### src/rtl/gpio_edge_pkg.sv
package gpio_edge_pkg;
   localparam int BUS_W = 16;
   typedef logic [7:0] reg_ofs_t;

   localparam reg_ofs_t OFS_DIN  = 8'h00;
   localparam reg_ofs_t OFS_DOUT = 8'h04;
   localparam reg_ofs_t OFS_DIR  = 8'h08;
   localparam reg_ofs_t OFS_POL  = 8'h0C;
   localparam reg_ofs_t OFS_MASK = 8'h10;
   localparam reg_ofs_t OFS_STAT = 8'h14;
   localparam reg_ofs_t OFS_PCTL = 8'h18;

   function automatic logic ofs_known(input reg_ofs_t a);
      return (a == OFS_DIN)  || (a == OFS_DOUT) || (a == OFS_DIR) ||
             (a == OFS_POL)  || (a == OFS_MASK) || (a == OFS_STAT) ||
             (a == OFS_PCTL);
   endfunction
endpackage

### src/rtl/gpio_sync.sv
module gpio_sync #(
   parameter int W      = 16,
   parameter int STAGES = 2
) (
   input  logic         clk,
   input  logic         rst_n,
   input  logic [W-1:0] d,
   output logic [W-1:0] q
);
   logic [W-1:0] stg [STAGES];

   always_ff @(posedge clk or negedge rst_n) begin
      if (!rst_n) begin
         for (int i = 0; i < STAGES; i++) stg[i] <= '0;
      end else begin
         stg[0] <= d;
         for (int i = 1; i < STAGES; i++) stg[i] <= stg[i-1];
      end
   end

   assign q = stg[STAGES-1];
endmodule

### src/rtl/gpio_edge_det.sv
module gpio_edge_det #(
   parameter int W = 16
) (
   input  logic         clk,
   input  logic         rst_n,
   input  logic [W-1:0] cur,
   input  logic [W-1:0] rise_sel,
   input  logic [W-1:0] arm,
   output logic [W-1:0] evt
);
   logic [W-1:0] prev_q;

   always_ff @(posedge clk or negedge rst_n) begin
      if (!rst_n) prev_q <= '0;
      else        prev_q <= cur;
   end

   for (genvar g = 0; g < W; g++) begin : g_line
      logic rose, fell;
      assign rose   = cur[g] & ~prev_q[g];
      assign fell   = ~cur[g] & prev_q[g];
      assign evt[g] = arm[g] & (rise_sel[g] ? rose : fell);
   end
endmodule

### src/rtl/gpio_regfile.sv
module gpio_regfile
   import gpio_edge_pkg::*;
#(
   parameter int LINES = 16
) (
   input  logic             clk,
   input  logic             rst_n,
   input  reg_ofs_t         addr,
   input  logic             wr_en,
   input  logic [BUS_W-1:0] wr_data,
   input  logic             rd_en,
   output logic [BUS_W-1:0] rd_data,
   input  logic [LINES-1:0] sample,
   input  logic [LINES-1:0] evt,
   output logic [LINES-1:0] dout_q,
   output logic [LINES-1:0] dir_q,
   output logic [LINES-1:0] pol_q,
   output logic [LINES-1:0] mask_q,
   output logic [LINES-1:0] stat_q
);
   logic [LINES-1:0] pctl_q;
   logic [LINES-1:0] wval;
   logic [LINES-1:0] clr;
   logic [BUS_W-1:0] rsel;

   assign wval = wr_data[LINES-1:0];
   assign clr  = (wr_en && addr == OFS_STAT) ? wval : '0;

   always_ff @(posedge clk or negedge rst_n) begin
      if (!rst_n) begin
         dout_q <= '1;
         dir_q  <= '1;
         pol_q  <= '1;
         mask_q <= '1;
         pctl_q <= '1;
      end else if (wr_en) begin
         case (addr)
            OFS_DOUT: dout_q <= wval;
            OFS_DIR:  dir_q  <= wval;
            OFS_POL:  pol_q  <= wval;
            OFS_MASK: mask_q <= wval;
            OFS_PCTL: pctl_q <= wval;
            default: ;
         endcase
      end
   end

   // a new event outranks a clear of the same bit
   always_ff @(posedge clk or negedge rst_n) begin
      if (!rst_n) stat_q <= '0;
      else        stat_q <= (stat_q & ~clr) | evt;
   end

   always_comb begin
      case (addr)
         OFS_DIN:  rsel = BUS_W'(sample & pctl_q);
         OFS_DOUT: rsel = BUS_W'(dout_q);
         OFS_DIR:  rsel = BUS_W'(dir_q);
         OFS_POL:  rsel = BUS_W'(pol_q);
         OFS_MASK: rsel = BUS_W'(mask_q);
         OFS_STAT: rsel = BUS_W'(stat_q);
         OFS_PCTL: rsel = BUS_W'(pctl_q);
         default:  rsel = '0;
      endcase
   end

   always_ff @(posedge clk or negedge rst_n) begin
      if (!rst_n)     rd_data <= '0;
      else if (rd_en) rd_data <= rsel;
   end
endmodule

### src/rtl/gpio_edge_port.sv
module gpio_edge_port
   import gpio_edge_pkg::*;
#(
   parameter int LINES       = 16,
   parameter int SYNC_STAGES = 2
) (
   input  logic             clk,
   input  logic             rst_n,
   input  logic [7:0]       addr,
   input  logic             wr_en,
   input  logic [15:0]      wr_data,
   input  logic             rd_en,
   output logic [15:0]      rd_data,
   input  logic [LINES-1:0] pin_i,
   output logic [LINES-1:0] pin_o,
   output logic [LINES-1:0] pin_oe,
   output logic             irq
);
   if (LINES < 1 || LINES > BUS_W) begin : g_bad_lines
      $error("LINES must lie between 1 and the bus width");
   end
   if (SYNC_STAGES < 2) begin : g_bad_sync
      $error("SYNC_STAGES must be at least 2");
   end

   logic [LINES-1:0] sample, evt, arm;
   logic [LINES-1:0] dout_q, dir_q, pol_q, mask_q, stat_q;

   gpio_sync #(.W(LINES), .STAGES(SYNC_STAGES)) i_sync (
      .clk(clk), .rst_n(rst_n), .d(pin_i), .q(sample)
   );

   assign arm = dir_q & ~mask_q;

   gpio_edge_det #(.W(LINES)) i_edge (
      .clk(clk), .rst_n(rst_n), .cur(sample), .rise_sel(pol_q),
      .arm(arm), .evt(evt)
   );

   gpio_regfile #(.LINES(LINES)) i_regs (
      .clk(clk), .rst_n(rst_n), .addr(addr), .wr_en(wr_en),
      .wr_data(wr_data), .rd_en(rd_en), .rd_data(rd_data),
      .sample(sample), .evt(evt), .dout_q(dout_q), .dir_q(dir_q),
      .pol_q(pol_q), .mask_q(mask_q), .stat_q(stat_q)
   );

   assign pin_o  = dout_q;
   assign pin_oe = ~dir_q;
   assign irq    = |stat_q;
endmodule

### config.mk
export PLATFORM = sky130hd
export DESIGN_NAME = gpio_edge_port
export DESIGN_NICKNAME = d
export VERILOG_FILES = /design/src/rtl/gpio_edge_pkg.sv /design/src/rtl/gpio_sync.sv /design/src/rtl/gpio_edge_det.sv /design/src/rtl/gpio_regfile.sv /design/src/rtl/gpio_edge_port.sv
export SDC_FILE = /design/constraint.sdc
export NUM_CORES = 1
export LEC_CHECK = 0
export BUFFER_PORTS_ARGS = -buffer_cell sky130_fd_sc_hd__buf_4
export CAP_MARGIN = 20
export CORE_MARGIN = 4
export CORE_UTILIZATION = 62
export DETAILED_ROUTE_END_ITERATION = 7
export HOLD_SLACK_MARGIN = 0.08
export PLACE_DENSITY = 0.95
export SLEW_MARGIN = 20
export SYNTH_ARGS = -nofsm -noshare
export SYNTH_HDL_FRONTEND = slang
export SYNTH_SLANG_ARGS = --single-unit
### constraint.sdc
create_clock -name clk -period 2.7 [get_ports clk]
set_input_delay 0.135 -clock clk [delete_from_list [all_inputs] [get_ports clk]]
set_output_delay 0.135 -clock clk [all_outputs]
set_load 0.01 [all_outputs]
==> impl_results.md, run 1 <==
- Number of global-route vias before repair: 5644
- TritonCTS clock tree: built
- Commonest non-fill, non-tap cell in the layout: buf_4
- Worst EP required: roughly 2.6 ns
- Hold slack: roughly 0.16 ns
- Antenna-violating nets left: 0
- # DRC: 0
- Setup TNS: 0 ns
- Clk_lat worst skew: between 0.5 and 0.6 ns
- Io pins: 93
- Worst Max-Slew Pin Slew: between 0.7 and 0.8 ns
- Count of final hold-check violations: 0
- Routed WL per cell: 22.5 um
- Final Util: between 70% and 80%
- Final worst path period need: around 2 ns
- DR vias/cell: about 6.3
- Initial detailed-routing violation count: between 400 and 500
- H-Tree Depth: 4
- Layout cells sized above 1: just over 40%
- Total wire length: about 19000 um
- Register bit total from synthesis: 160
- Root Driver: clkbuf_8
- CTS max path bufs: 2
- Setup Fix Bufs, Post-CTS: 0
- Fin nets: ~740
- Routability Congestion: around 0.87
- Final worst path period share: roughly 75%
- Synthesized instance count: 554
- Rel. slew slack: 48.1%
- TritonCTS Buffers: 17
- Total die area: between 10000 and 15000 um2
- Power per cell area: between 600 and 700 nW/um2
- Setup crit end kind: primary output
- Die width: 114 um
- WP data arrival: around 1.9 ns
- First-pass GRT wire length: approximately 30000 um
- Final setup vio count: 0
- WS Path Type: register to primary output
- Chip Height: 114 um
- Highest clock rate: around 500 MHz
- Port Buf Inserts: 92
- Total grt overflow: 0
- # rows: 38
- Net count after synthesis: about 600
- Syn. warnings: 0
- Synth unique cells: 39
- Worst-path fanout max: 3
- Tot GR Track Use: between 30% and 40%
- Largest net degree at the start of global routing: 85
- Ant diodes: 0
- Hold crit path type: primary input to register
- Leakage: roughly 0.0038 uW
- CTS sink count: 160
- Reg clk slew, reported paths: around 0.06 ns
- CP max stage cell: nor4_1
- Slew Limit Fails: 0
- Most frequent cells in the layout: buf_4 (109), nand2_1 (96), dfrtp_1 (80), dfstp_2 (80), mux2_2 (60)
- CP startpoint kind: register
- Register area share after synthesis: 59.4%
- Hpwl dp: between 10000 and 15000 um
- Vias: 5360
- Area delta synth->final: 25.9%
- Router iterations before antenna repair: 5
- Max_cap viols: 0
- Core area: 10900 um2
- RSZ-0062 raised after global routing: false
- Outcome: finished, final reports clean
- Syn avg cell area: 12.5 um2
- Netlist Area Pre-Place: 6910 um2
- Initial antenna violation count: 0
- Clock Skew: 0.00783 ns
- Worst vdd ir: between 0.7 and 0.8 mV
- Worst path max stage delay: 0.55 ns
- Crit-path cells: nor4_1 > nand4_1 > buf_4
- Starting Density: 63.5%
## worst max-delay path: cells and delay by family, from the launching register on
kind,cells,cell delay [ns]
buf+inv,1,0.20
flops,1,0.40
simple gates,2,0.76
## layer usage
metal / vias to the layer above / wire length, um / GRT usage, %
li1: 2287 / - / -
met1: 2667 / 7230 / 38.0
met2: 340 / 9650 / 52.0
met3: 66 / 1560 / 7.32
met4: 0 / 614 / 13.5
met5: - / 0 / 0
## stage by stage
stage               area, um2  setup slack (ns)  instances  power [uW]
floorplan                6910              1.13        554        2980
global placement         7800             0.730        781        3220
detailed placement       7800             0.664        781        3260
CTS                      8700             0.701        848        5520
global route             8700             0.676        848        5710
finish                   8700             0.676        848        5520
## flip-flops by register name (all words and copies together) (netlist names)
name	cells
i_edge.prev_q	16
i_regs.dir_q	16
i_regs.dout_q	16
i_regs.mask_q	16
i_regs.pctl_q	16
i_regs.pol_q	16
i_regs.rd_data	16
i_regs.stat_q	16
i_sync.q	16
i_sync.stg	16
## area by class of cell
type,count,area (um2)
flip-flops and latches,160,4100
multi-input cells,336,2540
fillers,581,2190
repair buffers,146,1200
clock buffers,17,414
well taps,140,175
clock inverters,15,136
inverters,34,128
## cell usage after synthesis, drive strengths merged
master   number  share of area, %
or4b          1              0.14
dfrtp        80                29
dfstp        80                30
or3b          1              0.16
nand2        97               5.3
a32o         30               4.3
and3          2              0.18
nor3          4              0.51
nor4bb        1              0.14
o22a          1              0.13
or3           2              0.18
nand3         2              0.14
a21oi         3              0.22
buf          17               1.6
o21ai        33               2.4
a221o         1              0.14
nor4b         2              0.69
clkbuf        7              0.38
inv          34               1.8
and4          2              0.25
a222oi       14               2.0
o2bb2ai      14               1.8
mux2i        17               2.5
nor2b         2              0.18
nor2         17              0.96
nor4          6              0.98
nand4         1             0.091
a31oi         1             0.091
a311oi        1              0.13
mux2         81                13
## logic make-up (layout without fill, tap and decap cells)
kind of cell | after synthesis | after routing | share of synthesized area, %
simple gates | 140 | 140 | 9.92
buf+inv | 58 | 212 | 3.84
flops | 160 | 160 | 59.4
mux | 98 | 98 | 15.7
compound gates | 98 | 98 | 11.2
## report_power, final
group          internal [uW]  switching [uW]  total (uW)
Clock                   1230            1010        2240
Combinational            261             270         532
Sequential              2610             143        2750
Total                   4100            1420        5520
## timing repair
item,in CTS,in global routing
hold endpoints to repair,192,0
gates resized for setup,0,0
hold buffers,35,0
## path summary, 6_finish.rpt
check,start,to,slack (ns),depth (start not counted)
hold / removal,addr[2],i_regs.rd_data[1],0.16,4
setup reg to reg,i_regs.mask_q[14],i_regs.rd_data[14],0.85,5
min in group asynchronous,rst_n,i_sync.stg[17],0.21,2
setup / recovery,i_regs.stat_q[3],irq,0.68,3
max in group asynchronous,rst_n,i_regs.pol_q[12],1.65,3
hold reg to reg,i_sync.stg[29],i_sync.q[13],0.34,0
Power figures use the tool's default switching activity.
==> run 2, diff against run 1 <==
--- a/config.mk
+++ b/config.mk
@@ -8,10 +8,10 @@
 export BUFFER_PORTS_ARGS = -buffer_cell sky130_fd_sc_hd__buf_4
 export CAP_MARGIN = 20
 export CORE_MARGIN = 4
-export CORE_UTILIZATION = 62
+export CORE_UTILIZATION = 57
 export DETAILED_ROUTE_END_ITERATION = 7
 export HOLD_SLACK_MARGIN = 0.08
-export PLACE_DENSITY = 0.95
+export PLACE_DENSITY = 0.9
 export SLEW_MARGIN = 20
 export SYNTH_ARGS = -nofsm -noshare
 export SYNTH_HDL_FRONTEND = slang
==> constraint.sdc (replaced) <==
create_clock -name clk -period 2.1 [get_ports clk]
set_input_delay 0.105 -clock clk [delete_from_list [all_inputs] [get_ports clk]]
set_output_delay 0.105 -clock clk [all_outputs]
set_load 0.01 [all_outputs]
==> impl_results.md, run 2 (same netlist as run 1, synthesis figures left out) <==
- Non-filler cells, final: 853 (was 848)
- Worst Max-Slew Pin Slew: 0.630 ns (was 0.777 ns)
- Root Driver: clkbuf_16 (was clkbuf_8)
- First-pass GRT wire length: 28700 um (was 30300 um)
- Die width: 118 um (was 114 um)
- WS Path Type: register to primary output (unchanged)
- # rows: 39 (was 38)
- CTS sink count: 160 (unchanged)
- Tot GR Track Use: 26.4% (was 30.8%)
- DR vias/cell: 6.12 (was 6.32)
- Sw Pwr: 1760 uW (was 1420 uW)
- Router iterations before antenna repair: 6 (was 5)
- Antenna-violating nets left: 0 (unchanged)
- Clk_lat worst skew: 0.42 ns (was 0.54 ns)
- Initial detailed-routing violation count: 553 (was 472)
- Total grt overflow: 0 (unchanged)
- Int Power: 5690 uW (was 4100 uW)
- Multi-input gate area in the final layout: 2540 um2 (unchanged)
- CTS max path bufs: 2 (unchanged)
- Ant diodes: 0 (unchanged)
- Outcome: finished, final reports clean (unchanged)
- WP data arrival: 1.74 ns (was 1.89 ns)
- Reg2Reg Setup Slack: 0.79 ns (was 0.85 ns)
- Power per cell area: 846 nW/um2 (was 635 nW/um2)
- Final worst path period share: around 90%
- Initial antenna violation count: 0 (unchanged)
- Layout cells sized above 1: 41.3% (was 41.5%)
- Leakage: 0.00386 uW (was 0.00381 uW)
- CP startpoint kind: register (unchanged)
- Hold crit path type: primary input to register (unchanged)
- Clock Skew: 0.00796 ns (was 0.00783 ns)
- Worst EP required: 2.00 ns (was 2.57 ns)
- Rel. slew slack: 58.0% (was 48.1%)
- Final setup vio count: 0 (unchanged)
- Core area: 11700 um2 (was 10900 um2)
- H-Tree Depth: 4 (unchanged)
- Area delta synth->final: 27.3% (was 25.9%)
- Vias: 5223 (was 5360)
- Fill cell count: 710 (was 581)
- Worst vdd ir: 0.646 mV (was 0.757 mV)
- Net Sw Frac: 23.6% (was 25.8%)
- TritonCTS clock tree: built (unchanged)
- Hold slack: 0.105 ns (was 0.160 ns)
- Chip Height: 118 um (was 114 um)
- # DRC: 0 (unchanged)
- Setup TNS: 0 ns (unchanged)
- Highest clock rate: approximately 540 MHz
- Routability Congestion: 0.861 (was 0.865)
- Placed Area: 7830 um2 (was 7800 um2)
- Port Buf Inserts: 92 (unchanged)
- Gate power share: 9.0% (was 9.6%)
- CTS Hold Bufs: 35 (unchanged)
- Cells after DPL: 786 (was 781)
- Reg clk slew, reported paths: 0.06 ns (about the same)
- Starting Density: 59.3% (was 63.5%)
- Power share of the sequential group: 47.5% (was 49.8%)
- Setup Fix Bufs, Post-CTS: 0 (unchanged)
- CP max stage cell: nor4_1 (unchanged)
- Worst-path fanout max: 3 (unchanged)
- Worst path max stage delay: 0.48 ns (was 0.55 ns)
- Total wire length: 17900 um (was 19100 um)
- Io pins: 93 (unchanged)
- Total die area: 14000 um2 (was 12900 um2)
- Resized cells post-CTS: 0 (unchanged)
- Number of global-route vias before repair: 5483 (was 5644)
- Hpwl dp: 11800 um (was 11900 um)
- Slew Limit Fails: 0 (unchanged)
- Clk pwr share: 43.4% (was 40.6%)
- RSZ-0062 raised after global routing: false (unchanged)
- TritonCTS Buffers: 17 (unchanged)
- Fin area: 8800 um2 (was 8700 um2)
- Routed WL per cell: 21.0 um (was 22.5 um)
- FF/Latch Area: 4100 um2 (unchanged)
- Count of final hold-check violations: 0 (unchanged)
- Final worst path period need: approximately 1.8 ns
- Fin nets: 741 (was 739)
- Largest net degree at the start of global routing: 91 (was 85)
- Commonest non-fill, non-tap cell in the layout: buf_4 (unchanged)
- Most frequent cells in the layout: buf_4 (110), nand2_1 (96), dfrtp_1 (80), dfstp_2 (80), mux2_2 (60) (was buf_4 (109), nand2_1 (96), dfrtp_1 (80), dfstp_2 (80), mux2_2 (60))
- Max_cap viols: 0 (unchanged)
- Setup crit end kind: primary output (unchanged)
- Crit-path cells: nor4_1 > nand4_1 > buf_4 (unchanged)
run 2: path summary, 6_finish.rpt:
| check | startpoint | endpoint | cells past startpoint |
|---|---|---|---|
| worst min register to register | i_sync.stg[29] | i_sync.q[13] | 0 |
| min in group asynchronous | rst_n | i_regs.dout_q[1] | 2 |
| max in group asynchronous | rst_n | i_sync.q[1] | 3 |
| worst min-delay path | addr[5] | i_regs.rd_data[14] | 5 |
| worst max-delay path | i_regs.stat_q[3] | irq | 3 |
| worst max register to register | i_regs.mask_q[14] | i_regs.rd_data[14] | 4 |
run 2: final cells by class:
cell class	instances	area share, %
well taps	143	2.03
multi-input cells	336	28.9
inverters	34	1.45
flip-flops and latches	160	46.6
clock inverters	12	2.08
clock buffers	20	4.96
repair buffers	148	13.9
run 2: per-stage QoR:
| stage | setup slack [ns] | power (uW) | util, % |
|---|---|---|---|
| after floorplan | 0.556 | 3830 | - |
| after global placement | 0.422 | 4140 | 67.2 |
| after detailed placement | 0.381 | 4200 | 67.2 |
| after CTS | 0.273 | 7480 | 75.5 |
| after global routing | 0.193 | 7720 | 75.5 |
| final | 0.252 | 7450 | 75.5 |
run 2: worst max-delay path: cells and delay by family, from the launching register on:
kind | cells | cell delay [ns]
buffers and inverters | 1 | 0.20
AND/OR/NAND/NOR | 2 | 0.72
flip-flops | 1 | 0.40
run 2: routing by layer:
layer | vias up | global-route usage, % | part of all wire [%]
li1 | 2292 | - | -
met1 | 2594 | 32.5 | 38
met2 | 292 | 44.5 | 51
met3 | 45 | 6.78 | 8.9
met4 | 0 | 11.1 | 2.9
met5 | - | 0 | 0
run 2: power by group through the flow:
stage / Clock [uW] / Sequential (uW) / Combinational (uW)
after floorplan: 0 / 3520 / 314
after global placement: 0 / 3560 / 581
after detailed placement: 0 / 3580 / 617
after CTS: 3270 / 3530 / 673
after global routing: 3430 / 3560 / 732
final: 3230 / 3540 / 672
==> run 3, diff against run 2 <==
--- a/config.mk
+++ b/config.mk
@@ -8,10 +8,11 @@
 export BUFFER_PORTS_ARGS = -buffer_cell sky130_fd_sc_hd__buf_4
 export CAP_MARGIN = 20
 export CORE_MARGIN = 4
-export CORE_UTILIZATION = 57
+export CORE_UTILIZATION = 40
 export DETAILED_ROUTE_END_ITERATION = 7
+export GPL_TIMING_DRIVEN = 0
 export HOLD_SLACK_MARGIN = 0.08
-export PLACE_DENSITY = 0.9
+export PLACE_DENSITY = 0.7
 export SLEW_MARGIN = 20
 export SYNTH_ARGS = -nofsm -noshare
 export SYNTH_HDL_FRONTEND = slang
==> impl_results.md, run 3 (same netlist as run 1, synthesis figures left out) <==
- Outcome: finished, final reports clean (unchanged)
- Rel. slew slack: 46.3% (was 58.0%)
- Worst Hold End: i_regs.rd_data[14] (unchanged)
- Total wire length: 19100 um (was 17900 um)
- Clk_lat worst skew: 0.43 ns (was 0.42 ns)
- Setup Fix Bufs, Post-CTS: 0 (unchanged)
- Commonest non-fill, non-tap cell in the layout: nand2_1 (was buf_4)
- Final Util: 53.0% (was 75.5%)
- Ant diodes: 0 (unchanged)
- Final worst path period share: 90.6% (was 88.0%)
- Port Buf Inserts: 91 (was 92)
- Setup TNS: 0 ns (unchanged)
- RSZ-0062 raised after global routing: false (unchanged)
- Worst path max stage delay: 0.53 ns (was 0.48 ns)
- Final setup vio count: 0 (unchanged)
- Number of global-route vias before repair: 5483 (unchanged)
- Core area: 16800 um2 (was 11700 um2)
- Max_cap viols: 0 (unchanged)
- Hold path start: addr[5] (unchanged)
- Highest clock rate: 526 MHz (was 541 MHz)
- Worst r2r path cells: 4 (unchanged)
- Io pins: 93 (unchanged)
- Setup crit end kind: register (was primary output)
- WP data arrival: 2.27 ns (was 1.74 ns)
- Worst EP required: 2.46 ns (was 2.00 ns)
- Router iterations before antenna repair: 6 (unchanged)
- Largest net degree at the start of global routing: 84 (was 91)
- Crit-path cells: dlygate4sd3_1 > buf_4 > or3b_4 > nor4b_4 > buf_2 > a222oi_1 > nand2_1 (was nor4_1 > nand4_1 > buf_4)
- Total grt overflow: 0 (unchanged)
- Initial detailed-routing violation count: 431 (was 553)
- Slew Limit Fails: 0 (unchanged)
- CP bufs+invs: 3 (was 1)
- Hold crit path type: primary input to register (unchanged)
- DR vias/cell: 5.59 (was 6.12)
- Area delta synth->final: 28.5% (was 27.3%)
- Count of final hold-check violations: 0 (unchanged)
- TritonCTS clock tree: built (unchanged)
- Worst-path fanout max: 10 (was 3)
- H-Tree Depth: 4 (unchanged)
- Root Driver: clkbuf_16 (unchanged)
- Fin nets: 743 (was 741)
- Most frequent cells in the layout: nand2_1 (96), buf_4 (94), dfrtp_1 (80), dfstp_2 (80), mux2_2 (60) (was buf_4 (110), nand2_1 (96), dfrtp_1 (80), dfstp_2 (80), mux2_2 (60))
- Die width: 139 um (was 118 um)
- Final worst slack: 0.197 ns (was 0.252 ns)
- Initial antenna violation count: 0 (unchanged)
- Starting Density: 41.3% (was 59.3%)
- Hpwl dp: 12700 um (was 11800 um)
- Tot GR Track Use: 19.8% (was 26.4%)
- Final worst path period need: 1.90 ns (was 1.85 ns)
- Routed WL per cell: 20.4 um (was 21.0 um)
- Reg clk slew, reported paths: 0.06 ns (about the same)
- R2R Path Start: i_regs.mask_q[14] (unchanged)
- Worst vdd ir: 0.625 mV (was 0.646 mV)
- CP startpoint kind: primary input (was register)
- CTS sink count: 160 (unchanged)
- Vias: 5208 (was 5223)
- Worst Max-Slew Pin Slew: 0.800 ns (was 0.630 ns)
- Hold Path Stages: 5 (unchanged)
- Total die area: 19500 um2 (was 14000 um2)
- Chip Height: 139 um (was 118 um)
- WS Path Type: primary input to register (was register to primary output)
- Clock Skew: 0.00802 ns (was 0.00796 ns)
- Leakage: 0.00382 uW (was 0.00386 uW)
- First-pass GRT wire length: 29900 um (was 28700 um)
- Routability Congestion: 0.852 (was 0.861)
- Antenna-violating nets left: 0 (unchanged)
- CP max stage cell: dlygate4sd3_1 (was nor4_1)
- # DRC: 0 (unchanged)
- Cell family with most CP delay: buffers and inverters (was simple AND/OR/NAND/NOR gates)
- CTS max path bufs: 2 (unchanged)
- Layout cells sized above 1: 40.9% (was 41.3%)
- TritonCTS Buffers: 17 (unchanged)
- # rows: 47 (was 39)
- Power per cell area: 847 nW/um2 (was 846 nW/um2)
- Pre-CTS setup slack: -0.0467 ns (was 0.381 ns)
- R2r endpoint: i_regs.rd_data[14] (unchanged)
- Reg2Reg Setup Slack: 0.81 ns (was 0.79 ns)
[run 3: cell types whose count changed in the layout (fill, tap and decap cells not counted), moves of 3 or more]
cell / delta
clkinvlp_4: +6
buf_4: -16
clkbuf_1: +3
clkinv_4: -4
buf_2: +8
[run 3: how the worst max path moves through the flow]
stage	to	start	slack (ns)	depth (start not counted)
6_report	i_regs.rd_data[5]	rd_en	0.20	7
5_1_grt	i_regs.rd_data[4]	rd_en	0.17	7
4_1_cts	i_regs.rd_data[4]	rd_en	0.03	7
3_5_place_dp	i_regs.pol_q[10]	addr[7]	-0.05	6
3_3_place_gp	i_regs.pol_q[9]	addr[7]	0.02	6
2_1_floorplan	i_regs.pol_q[0]	addr[4]	0.56	6
[run 3: what timing repair did]
action	in CTS	in global routing
hold endpoints to repair	190	0
endpoints found under the setup margin	0	5
resized for setup	0	2
hold buffers	34	0
[run 3: final cells by class]
cell class | instances | area (um2)
inverter | 34 | 128
clock inverter | 13 | 184
clock buffer | 19 | 453
timing repair buffer | 126 | 1060
multi-input combinational | 336 | 2540
buffer | 24 | 139
fill | 1436 | 7870
sequential | 160 | 4100
tap | 220 | 275
[run 3: worst min-delay path, delay by kind of cell]
| kind | cells | cell delay (ns) |
|---|---|---|
| buf+inv | 1 | 0.09 |
| compound gates | 2 | 0.19 |
| simple gates | 2 | 0.11 |
[run 3: power by group]
part | total [uW] | internal, uW | switching (uW)
clock network | 3330 | 2050 | 1280
logic | 669 | 336 | 333
registers | 3530 | 3350 | 181
[run 3: per-layer routing]
metal / up-vias / share of wire, % / track usage [%]
met5: - / 0 / 0
met4: 0 / 2.3 / 7.26
met3: 35 / 8.4 / 4.67
met2: 252 / 47 / 31.6
met1: 2616 / 42 / 26.5
li1: 2305 / - / -
[run 3: through the flow]
stage	cell area (um2)	hold WS, ns	cells	power [uW]
after floorplan	6910	-0.191	554	3830
after global placement	7870	0.214	865	4150
after detailed placement	7910	0.125	866	4200
after CTS	8880	0.105	932	7580
after global routing	8890	0.133	932	7810
final	8890	0.115	932	7530
